## config.mk

```make
export PLATFORM = sky130hd
export DESIGN_NAME = bitlane_parity_stripe
export DESIGN_NICKNAME = d
export VERILOG_FILES = /design/src/rtl/bps_pkg.sv /design/src/rtl/bps_encoder.sv /design/src/rtl/bps_decoder.sv /design/src/rtl/bitlane_parity_stripe.sv
export SDC_FILE = /design/constraint.sdc
export NUM_CORES = 1
export LEC_CHECK = 0
export ABC_CLOCK_PERIOD_IN_PS = 1160
export BUFFER_PORTS_ARGS = -buffer_cell sky130_fd_sc_hd__buf_4
export CELL_PAD_IN_SITES_DETAIL_PLACEMENT = 0
export CELL_PAD_IN_SITES_GLOBAL_PLACEMENT = 1
export CORE_ASPECT_RATIO = 0.9
export CORE_MARGIN = 8
export CORE_UTILIZATION = 26
export CTS_CLUSTER_SIZE = 40
export DETAILED_ROUTE_END_ITERATION = 8
export GPL_TIMING_DRIVEN = 1
export MAX_ROUTING_LAYER = met4
export PLACE_DENSITY = 0.62
export SLEW_MARGIN = 40
export SYNTH_ARGS = -nofsm -noshare
export SYNTH_HDL_FRONTEND = slang
export SYNTH_HIERARCHICAL = 1
export SYNTH_SLANG_ARGS = --single-unit
export TNS_END_PERCENT = 5
```

## constraint.sdc

```tcl
create_clock -name clk -period 1.16 [get_ports clk]
set_input_delay 0.116 -clock clk [delete_from_list [all_inputs] [get_ports clk]]
set_output_delay 0.116 -clock clk [all_outputs]
set_load 0.02 [all_outputs]
```

## src/rtl/bps_pkg.sv

```systemverilog
package bps_pkg;
   // Outcome of one read, as classified by the decoder
   typedef enum logic [1:0] {
      RD_CLEAN   = 2'd0,
      RD_REBUILT = 2'd1,
      RD_BAD_PAR = 2'd2,
      RD_LOST    = 2'd3
   } rd_kind_e;
endpackage

```

## src/rtl/bps_encoder.sv

```systemverilog
module bps_encoder #(
   parameter int DATA_W     = 8,
   parameter bit ODD_PARITY = 1'b0
) (
   input  logic [DATA_W-1:0] data_i,
   output logic [DATA_W:0]   lanes_o
);
   localparam int CHK_LANE = DATA_W;

   for (genvar gi = 0; gi < DATA_W; gi++) begin : g_lane
      assign lanes_o[gi] = data_i[gi];
   end

   if (ODD_PARITY) begin : g_odd
      assign lanes_o[CHK_LANE] = ~(^data_i);
   end else begin : g_even
      assign lanes_o[CHK_LANE] = ^data_i;
   end
endmodule

```

## src/rtl/bps_decoder.sv

```systemverilog
module bps_decoder
   import bps_pkg::*;
#(
   parameter int DATA_W     = 8,
   parameter bit ODD_PARITY = 1'b0
) (
   input  logic [DATA_W:0]   lanes_i,
   input  logic [DATA_W:0]   fail_i,
   output logic [DATA_W-1:0] data_o,
   output rd_kind_e          kind_o
);
   localparam int NLANE = DATA_W + 1;
   localparam int CNT_W = $clog2(NLANE + 1);

   logic [CNT_W-1:0] fail_cnt;
   logic             good_xor;
   logic             all_xor;

   always_comb begin
      fail_cnt = '0;
      for (int i = 0; i < NLANE; i++) begin
         fail_cnt = fail_cnt + CNT_W'(fail_i[i]);
      end
   end

   // XOR over surviving lanes: equals the missing bit when one lane is out
   assign good_xor = (^(lanes_i & ~fail_i)) ^ ODD_PARITY;
   assign all_xor  = (^lanes_i) ^ ODD_PARITY;

   for (genvar gi = 0; gi < DATA_W; gi++) begin : g_rebuild
      assign data_o[gi] = fail_i[gi] ? good_xor : lanes_i[gi];
   end

   always_comb begin
      if (fail_cnt > CNT_W'(1))       kind_o = RD_LOST;
      else if (fail_cnt == CNT_W'(1)) kind_o = RD_REBUILT;
      else if (all_xor)               kind_o = RD_BAD_PAR;
      else                            kind_o = RD_CLEAN;
   end
endmodule

```

## src/rtl/bitlane_parity_stripe.sv

```systemverilog
module bitlane_parity_stripe
   import bps_pkg::*;
#(
   parameter int DATA_W     = 8,
   parameter bit ODD_PARITY = 1'b0
) (
   input  logic              clk,
   input  logic              rst_n,
   input  logic              wr_valid,
   output logic              wr_ready,
   input  logic [DATA_W-1:0] wr_data,
   output logic              lane_wr_en,
   output logic [DATA_W:0]   lane_wr_bits,
   input  logic              rd_req,
   input  logic [DATA_W:0]   lane_rd_bits,
   input  logic [DATA_W:0]   lane_fail,
   output logic              rd_valid,
   output logic [DATA_W-1:0] rd_data,
   output logic              rd_parity_err,
   output logic              rd_unrec_err
);
   localparam int NLANE = DATA_W + 1;

   if (DATA_W < 2) begin : g_bad_width
      $error("bitlane_parity_stripe: DATA_W must be at least 2");
   end

   logic [NLANE-1:0]  enc_lanes;
   logic [DATA_W-1:0] dec_data;
   rd_kind_e          dec_kind;
   logic              wr_take;

   assign wr_ready = ~rd_req;
   assign wr_take  = wr_valid & wr_ready;

   bps_encoder #(.DATA_W(DATA_W), .ODD_PARITY(ODD_PARITY)) u_enc (
      .data_i  (wr_data),
      .lanes_o (enc_lanes)
   );

   bps_decoder #(.DATA_W(DATA_W), .ODD_PARITY(ODD_PARITY)) u_dec (
      .lanes_i (lane_rd_bits),
      .fail_i  (lane_fail),
      .data_o  (dec_data),
      .kind_o  (dec_kind)
   );

   always_ff @(posedge clk or negedge rst_n) begin
      if (!rst_n) begin
         lane_wr_en   <= 1'b0;
         lane_wr_bits <= '0;
      end else begin
         lane_wr_en <= wr_take;
         if (wr_take) lane_wr_bits <= enc_lanes;
      end
   end

   always_ff @(posedge clk or negedge rst_n) begin
      if (!rst_n) begin
         rd_valid      <= 1'b0;
         rd_data       <= '0;
         rd_parity_err <= 1'b0;
         rd_unrec_err  <= 1'b0;
      end else if (rd_req) begin
         rd_valid      <= (dec_kind != RD_LOST);
         rd_data       <= (dec_kind == RD_LOST) ? '0 : dec_data;
         rd_parity_err <= (dec_kind == RD_BAD_PAR);
         rd_unrec_err  <= (dec_kind == RD_LOST);
      end else begin
         rd_valid      <= 1'b0;
         rd_parity_err <= 1'b0;
         rd_unrec_err  <= 1'b0;
      end
   end
endmodule

```

==> results of run 1 <==
[routing by layer]
| metal | wire [um] | global-route usage (%) | share of wire (%) | vias to the layer above |
|---|---|---|---|---|
| li1 | - | - | - | 537 |
| met1 | 1450 | 10.5 | 40 | 514 |
| met2 | 2020 | 16.0 | 56 | 13 |
| met3 | 116 | 1.71 | 3.2 | 2 |
| met4 | 27 | 1.67 | 0.75 | 0 |
| met5 | 0 | - | 0 | - |
[power by group through the flow]
stage	combinational (mW)	sequential, mW	clock [mW]
4_1_cts	1.67	1.03	0.482
3_3_place_gp	1.59	1.04	0
6_report	1.70	1.03	0.459
2_1_floorplan	0.764	1.25	0
3_5_place_dp	1.63	1.03	0
5_1_grt	1.85	1.06	0.513
[cells in the mapped netlist, types with 2 or more instances]
| master | number |
|---|---|
| xor2_1 | 2 |
| xnor2_4 | 2 |
| buf_4 | 10 |
| inv_1 | 12 |
| nand2_1 | 9 |
| dfrtp_1 | 21 |
| mux2_4 | 9 |
| nor2b_4 | 5 |
| o2bb2ai_1 | 8 |
| fa_1 | 5 |
| xnor2_1 | 17 |
| ha_1 | 2 |
| nor2b_1 | 5 |
| a21o_1 | 7 |
[worst max-delay path by stage]
stage | to | slack [ps] | startpoint
6_report | rd_data[3] | -1900 | lane_fail[0]
5_1_grt | rd_data[7] | -2050 | lane_fail[0]
4_1_cts | rd_data[3] | -1940 | lane_fail[0]
3_5_place_dp | rd_data[5] | -2350 | lane_fail[0]
3_3_place_gp | rd_data[0] | -2260 | lane_fail[0]
2_1_floorplan | rd_data[0] | -2120 | lane_fail[0]
[critical path: stages]
cell and delay [ps]:
buf_6 100, fa_1 520, inv_1 40, fa_1 490, fa_1 430, fa_2 370
fa_2 360, nor3_2 150, mux2i_1 80, nor2b_1 140, o21ai_1 100, and2_4 190
o2bb2ai_1 150
[final cells by class]
type                            instances  area (um^2)  area share [%]
Inverter                               12         45.0            2.09
Multi-Input combinational cell         82          885            41.0
Sequential cell                        21          526            24.4
Clock buffer                            4         45.0            2.09
Tap cell                               70         87.6            4.06
Timing Repair Buffer                   75          569            26.4
[what timing repair did]
item / CTS / global route
resized for setup: 4 / 7
pin swaps: 0 / 1
setup endpoints to repair: 11 / 11
hold buffers: 1 / 0
hold endpoints to repair: 21 / 0
[registers in the layout (all words and copies together), names as in the netlist]
name,count
lane_wr_bits,9
lane_wr_en,1
rd_data,8
rd_parity_err,1
rd_unrec_err,1
rd_valid,1
[cell families (layout without fill, tap and decap cells)]
| kind of cell | Yosys count | after routing |
|---|---|---|
| AOI/OAI and AO/OA | 17 | 17 |
| xor gates and xnor gates | 22 | 22 |
| adders and majority gates | 7 | 7 |
| buffers and inverters | 24 | 91 |
| DFF | 21 | 21 |
| muxes | 10 | 10 |
| and+or+nand+nor | 26 | 26 |
[metrics by stage]
| stage | utilization (%) | power [mW] | area, um^2 | instances |
|---|---|---|---|---|
| 2_1_floorplan | - | 2.01 | 1500 | 127 |
| 3_3_place_gp | 36.5 | 2.63 | 2050 | 259 |
| 3_5_place_dp | 36.5 | 2.66 | 2050 | 259 |
| 4_1_cts | 37.6 | 3.18 | 2120 | 264 |
| 5_1_grt | 38.3 | 3.41 | 2160 | 264 |
| 6_report | 38.3 | 3.19 | 2160 | 264 |
[cells in the final DEF (no fill, tap or decap), types with 2 or more instances in the layout]
cell type | netlist | routed
buf_4 | 10 | 73
dfrtp_1 | 21 | 21
xnor2_1 | 17 | 17
inv_1 | 12 | 12
nand2_1 | 9 | 9
mux2_4 | 9 | 9
a21o_1 | 7 | 7
nor2b_1 | 5 | 5
nor2b_4 | 5 | 5
o2bb2ai_2 | 0 | 4
o2bb2ai_1 | 8 | 4
clkbuf_8 | 0 | 3
fa_1 | 5 | 3
xnor2_4 | 2 | 2
xor2_1 | 2 | 2
fa_2 | 0 | 2
ha_1 | 2 | 2
==> results.tsv, run 1 <==
stage	metric	value	unit
min_path	min_delay_worst_endpoint	lane_wr_bits[3]	
layout	nNetsFinal	232	
global_route	first_global_vias	1227	
timing	finalHoldViolations	0	
logic_synthesis	netlist_area	0.00150	mm^2
min_path	hold_depth	2	
global_route	grt_overflow_total	0	
logic_synthesis	synth-edff-count	0	
route	via_per_inst	4.04	
die	io_pins	52	
timing	skew	0	ps
setup_path	ff2ff_path_depth	1	
route	route.final.wire_length	3610	um
clock_network	h-tree-depth	1	
die	die_height	88	um
power	clockPowerShare	14.4	%
logic_synthesis	synth_seq_area_share	35.1	%
layout	flow.area_growth_from_synthesis	44.0	%
power	share_of_power_burned_in_registers	32.3	%
power	vdd_drop_max	0.767	mV
setup_path	worst-setup-path-type	primary input to register	
route	detail_route.drc_violations	0	
timing	timing.final.crit_period	3060	ps
die	floorplan.initialDensity	26.6	%
setup_path	crit_path_end_kind	register	
timing	max_freq	327	MHz
route	vias	1066	
layout	drive_above_1_share	54.1	%
power	power.leakage	1.09	nW
logic_synthesis	postSynth.topFlopCell	dfrtp_1	
die	floorplan.core_area	0.00563	mm^2
clock_network	cts_tree	built	
logic_synthesis	synth-adder-area-share	8.35	%
timing	final.period_utilization	263	%
place	dp_hpwl	3160	um
power	power.share.switching	35.9	%
setup_path	setup.worst_path.start_class	primary input	
logic_synthesis	synth_compound_gate_area_share	9.19	%
place	io_buffers	51	
setup_path	critical_path_rt	1340	ps
setup_path	critical_path_arrival	3230	ps
logic_synthesis	syn_avg_cell_area	11.8	um^2
setup_path	cp_max_fo	9	
layout	antenna_cells_inserted	0	
clock_network	clkSlewWorstSetupHoldPaths	70	ps
logic_synthesis	yosys_warnings	6	
route	number_of_detailed_routing_iterations_run_before_antenna_repair	4	
logic_synthesis	synth-simple-area-share	12.3	%
die	fp-row-count	26	
route	antenna_left	0	
die	design.die.area	0.00845	mm^2
power	power_switching	1.15	mW
route	drt_iter0_drc	15	
logic_synthesis	synthesized_instance_count	127	
setup_path	reg2reg_to	lane_wr_bits[5]	
outcome	status	finished, violations left	
timing	rsz0062_at_grt	true	
timing	max_slew.worst_pin.slew	439	ps
layout	final.fill_count	555	
power	p_int	2.04	mW
logic_synthesis	mux_cell_area_share_after_synthesis	9.69	%
logic_synthesis	syn-num-nets	164	
logic_synthesis	ys_top_cells_by_area	dfrtp_1 35%, xnor2_1 9.9%, mux2_4 9.0%	
global_route	number_of_antenna_violations_at_the_first_check_in_global_routing	0	
min_path	worst_hold_startpoint	wr_data[3]	
logic_synthesis	synth.largest_area_cell	dfrtp_1	
clock_network	cts.sinks	21	
global_route	grt_max_degree	22	
outcome	violations_in_the_final_reports	negative setup slack	
timing	setup_viol	11	
global_route	grt_use_total	9.12	%
min_path	worst_hold_path_type	primary input to register	
timing	worst_slew_margin_rel	70.5	%
logic_synthesis	asyncSetResetFlopFracSynth	100	%
logic_synthesis	yosys_reg_bits	21	
logic_synthesis	synth_top_area_share	35.1	%
clock_network	insertion_delay	250	ps
logic_synthesis	synth_xor_area_share	16.4	%
clock_network	clk_root_buffer_cell	clkbuf_8	
clock_network	post_cts_buffers	0	
power	p_per_area	1480	mW/mm^2
logic_synthesis	largest_family_of_logic_cells_by_synthesized_area	XOR/XNOR gates	
die	die_x	96	um
timing	final.setup.worst_slack	-1900	ps
clock_network	number_of_buffers_created_by_cts	3	
clock_network	clk_path_buf_depth	2	
timing	hold-worst-slack	107	ps
place	gp_congestion	0.827	
setup_path	timing.reg2reg.setup_slack	390	ps
run	maxCapViolCount	0	
setup_path	beginning_of_the_worst_register_to_register_path	lane_wr_bits[5]	
power	power.combinational.fraction	53.3	%
logic_synthesis	yosys.cell_types.count	27	
place	dpl_worst_slack	-2350	ps
timing	timing_max_transition_violations_final	0	
timing	timing.setup.tns	-20580	ps
global_route	grt_pass1_wl	5940	um
route	wl_per_cell	13.7	um
No activity file was read; power rests on OpenSTA's default activity.
==> run 2, diff against run 1 <==
--- a/config.mk
+++ b/config.mk
@@ -16,10 +16,9 @@
 export DETAILED_ROUTE_END_ITERATION = 8
 export GPL_TIMING_DRIVEN = 1
 export MAX_ROUTING_LAYER = met4
-export PLACE_DENSITY = 0.62
+export PLACE_DENSITY_LB_ADDON = 0.1
 export SLEW_MARGIN = 40
 export SYNTH_ARGS = -nofsm -noshare
 export SYNTH_HDL_FRONTEND = slang
-export SYNTH_HIERARCHICAL = 1
 export SYNTH_SLANG_ARGS = --single-unit
 export TNS_END_PERCENT = 5
==> results.tsv, run 2 <==
stage	metric	value	unit	change
power	share_of_power_burned_in_registers	31.6	%	-0.7 points
clock_network	cts.sinks	21		unchanged
clock_network	clkSlewWorstSetupHoldPaths	80	ps	about the same
logic_synthesis	netlist_area	0.00146	mm^2	-2.5%
power	vdd_drop_max	0.464	mV	-39%
logic_synthesis	syn-num-nets	174		+6.1%
logic_synthesis	syn_avg_cell_area	11.0	um^2	-6.9%
layout	layout_top_registers	lane_wr_bits x9, rd_data x8		
setup_path	crit_path_frequent_cell	fa_1		
setup_path	critical_path_rt	1360	ps	+20 ps
route	route.layer.met1.wl	1980	um	+37%
setup_path	critical_path.top_delay_family	adder cells		
timing	max_slew.worst_pin.slew	319	ps	-120 ps
min_path	worst_hold_startpoint	wr_data[3]		
place	placed_area	0.00215	mm^2	+4.8%
die	io_pins	52		unchanged
route	routed-wl-met2	2050	um	+1.2%
timing	worst_slew_margin_rel	78.7	%	+8.1 points
route	detail_route.drc_violations	0		unchanged
logic_synthesis	synth_seq_area_share	36.0	%	+0.90 points
route	vias	1285		+21%
route	antenna_left	0		unchanged
timing	skew	0	ps	unchanged
setup_path	setup.worst_path.start_class	primary input		
setup_path	timing.critical_path.slowest_cell_delay	510	ps	about the same
route	wl_per_cell	15.4	um	+12%
logic_synthesis	synth-edff-count	0		unchanged
setup_path	cells_along_the_critical_path	buf_8 > ha_4 > inv_2 > fa_1 > fa_1 > fa_1 > inv_1 > ha_2 > fa_2 > or3_4 > nor2_4 > buf_12 > nand4_1 > nand3_1		
timing	rsz0062_at_grt	true		
route	via_per_inst	4.56		+13%
setup_path	crit_slowest_cell	fa_1		
clock_network	number_of_buffers_created_by_cts	3		unchanged
power	power_switching	1.17	mW	+2.4%
outcome	violations_in_the_final_reports	negative setup slack		
logic_synthesis	yosys.cell_types.count	31		+15%
power	p_int	1.93	mW	-5.6%
logic_synthesis	ys_top_cells_by_area	dfrtp_1 36%, xnor2_1 10%, fa_1 6.9%		
route	dr_wl_met3	288	um	+150%
logic_synthesis	synth.largest_area_cell	dfrtp_1		
run	maxCapViolCount	0		unchanged
die	fp-row-count	26		unchanged
min_path	worst_hold_path_type	primary input to register		
logic_synthesis	synthesized_instance_count	133		+4.7%
layout	final.fill_count	546		-1.6%
timing	timing.final.crit_period	3260	ps	+206 ps
die	design.die.area	0.00827	mm^2	-2.1%
timing	hold-worst-slack	94.8	ps	-11.9 ps
global_route	number_of_antenna_violations_at_the_first_check_in_global_routing	0		unchanged
setup_path	timing.critical_path.from	lane_fail[1]		
power	power.share.switching	37.8	%	+1.9 points
layout	register_with_the_most_flip_flops	lane_wr_bits		
timing	timing_max_transition_violations_final	0		unchanged
setup_path	critPathBufInv	4		+2
place	io_buffers	51		unchanged
logic_synthesis	yosys_warnings	0		-6
logic_synthesis	synthMostInstantiatedCell	dfrtp_1		
timing	final.setup.worst_slack	-2100	ps	-206 ps
clock_network	cts_tree	built		
layout	drive_above_1_share	49.5	%	-4.6 points
route	number_of_detailed_routing_iterations_run_before_antenna_repair	4		unchanged
route	route.final.wire_length	4330	um	+20%
setup_path	critical_path_arrival	3460	ps	+230 ps
logic_synthesis	asyncSetResetFlopFracSynth	100	%	unchanged
clock_network	h-tree-depth	1		unchanged
timing	final.period_utilization	281	%	+18 points
logic_synthesis	synth_top_area_share	36.0	%	+0.90 points
power	power.leakage	1.08	nW	-0.95%
timing	max_freq	307	MHz	-6.3%
timing	setup_viol	11		unchanged
layout	nNetsFinal	254		+9.5%
layout	antenna_cells_inserted	0		unchanged
setup_path	cp_max_fo	24		+15
die	die_x	95.0	um	-1.0%
setup_path	beginning_of_the_worst_register_to_register_path	rd_data[0]		
global_route	grt_pass1_wl	7090	um	+19%
global_route	first_global_vias	1434		+17%
logic_synthesis	postSynth.topFlopCell	dfrtp_1		
setup_path	worst-setup-path-type	primary input to register		
global_route	grt_overflow_total	0		unchanged
global_route	grt_max_degree	25		+14%
route	drt_iter0_drc	40		+25
power	power.combinational.fraction	52.3	%	-1.0 points
clock_network	clk_path_buf_depth	2		unchanged
layout	final_design_area_no_fill	0.00224	mm^2	+3.8%
global_route	grt_use_total	11.3	%	+2.1 points
power	p_per_area	1380	mW/mm^2	-6.3%
place	dp_hpwl	3450	um	+9.1%
timing	finalHoldViolations	0		unchanged
place	gp_congestion	0.816		-1.3%
logic_synthesis	yosys_reg_bits	21		unchanged
die	floorplan.initialDensity	26.2	%	-0.36 points
setup_path	crit_path_end_kind	register		
layout	flow.area_growth_from_synthesis	53.4	%	
clock_network	insertion_delay	260	ps	about the same
route	highest-signal-layer	met4		
timing	timing.setup.tns	-22290	ps	-1710 ps
layout	largest_register_ffs	9		unchanged
layout	layout.cells.most_common	buf_4		
die	floorplan.core_area	0.00556	mm^2	-1.2%
logic_synthesis	synth_commonest_cells	21 x dfrtp_1, 17 x xnor2_1, 13 x inv_1		
power	clockPowerShare	16.1	%	+1.7 points
layout	mostFrequentLayoutCells	75 x buf_4, 21 x dfrtp_1, 17 x xnor2_1, 12 x inv_1		
outcome	status	finished, violations left		
clock_network	clk_root_buffer_cell	clkbuf_8		
die	die_height	87.1	um	-1.0%
[run 2: logic make-up (layout without fill, tap and decap cells)]
kind of cell,Yosys count,in the layout,share of synthesized area [%]
buf+inv,18,97,5.23
simple gates,42,42,18.9
fa+ha+maj,11,11,12.0
compound gates,11,11,5.23
flops,21,21,36.0
mux,8,8,6.17
xor+xnor,22,22,16.5
[run 2: worst paths after layout]
path	slack (ps)	end	cells after the start
max reg2reg	360	rd_data[0]	2
max	-2100	rd_data[2]	14
min reg2reg	500	lane_wr_bits[8]	2
min	90	lane_wr_bits[3]	2
min in group asynchronous	270	rd_unrec_err	2
max in group asynchronous	660	rd_data[5]	2
[run 2: cell type report]
class | count | area, um^2 | area share (%)
Tap cell | 70 | 87.6 | 3.91
Clock inverter | 1 | 5.00 | 0.223
Inverter | 13 | 48.8 | 2.18
Timing Repair Buffer | 80 | 639 | 28.5
Clock buffer | 3 | 41.3 | 1.84
Sequential cell | 21 | 526 | 23.5
Multi-Input combinational cell | 94 | 892 | 39.8
[run 2: what timing repair did]
item | in CTS | in global routing
hold buffers | 1 | 0
pin swaps | 4 | 3
setup endpoints to repair | 11 | 11
endpoints found under the hold margin | 21 | 0
resized for setup | 8 | 0
setup buffers | 0 | 0
[run 2: power groups by stage]
| stage | Combinational [mW] | Sequential (mW) | Clock (mW) |
|---|---|---|---|
| floorplan | 0.743 | 1.19 | 0 |
| global placement | 1.57 | 0.995 | 0 |
| detailed placement | 1.60 | 0.996 | 0 |
| CTS | 1.64 | 0.982 | 0.528 |
| global route | 1.79 | 0.999 | 0.562 |
| finish | 1.62 | 0.979 | 0.498 |
[run 2: per-layer routing]
metal	global-route usage [%]	vias to the layer above
met5	-	-
met4	2.97	0
li1	-	619
met1	13.8	629
met3	3.02	2
met2	17.9	35
[run 2: metrics by stage]
step	util, %	setup slack (ps)	power, mW	cells
2_1_floorplan	-	-2240	1.93	133
3_3_place_gp	38.7	-2410	2.56	277
3_5_place_dp	38.7	-2460	2.60	277
4_1_cts	40.3	-2070	3.15	282
5_1_grt	40.3	-2240	3.35	282
6_report	40.3	-2100	3.10	282
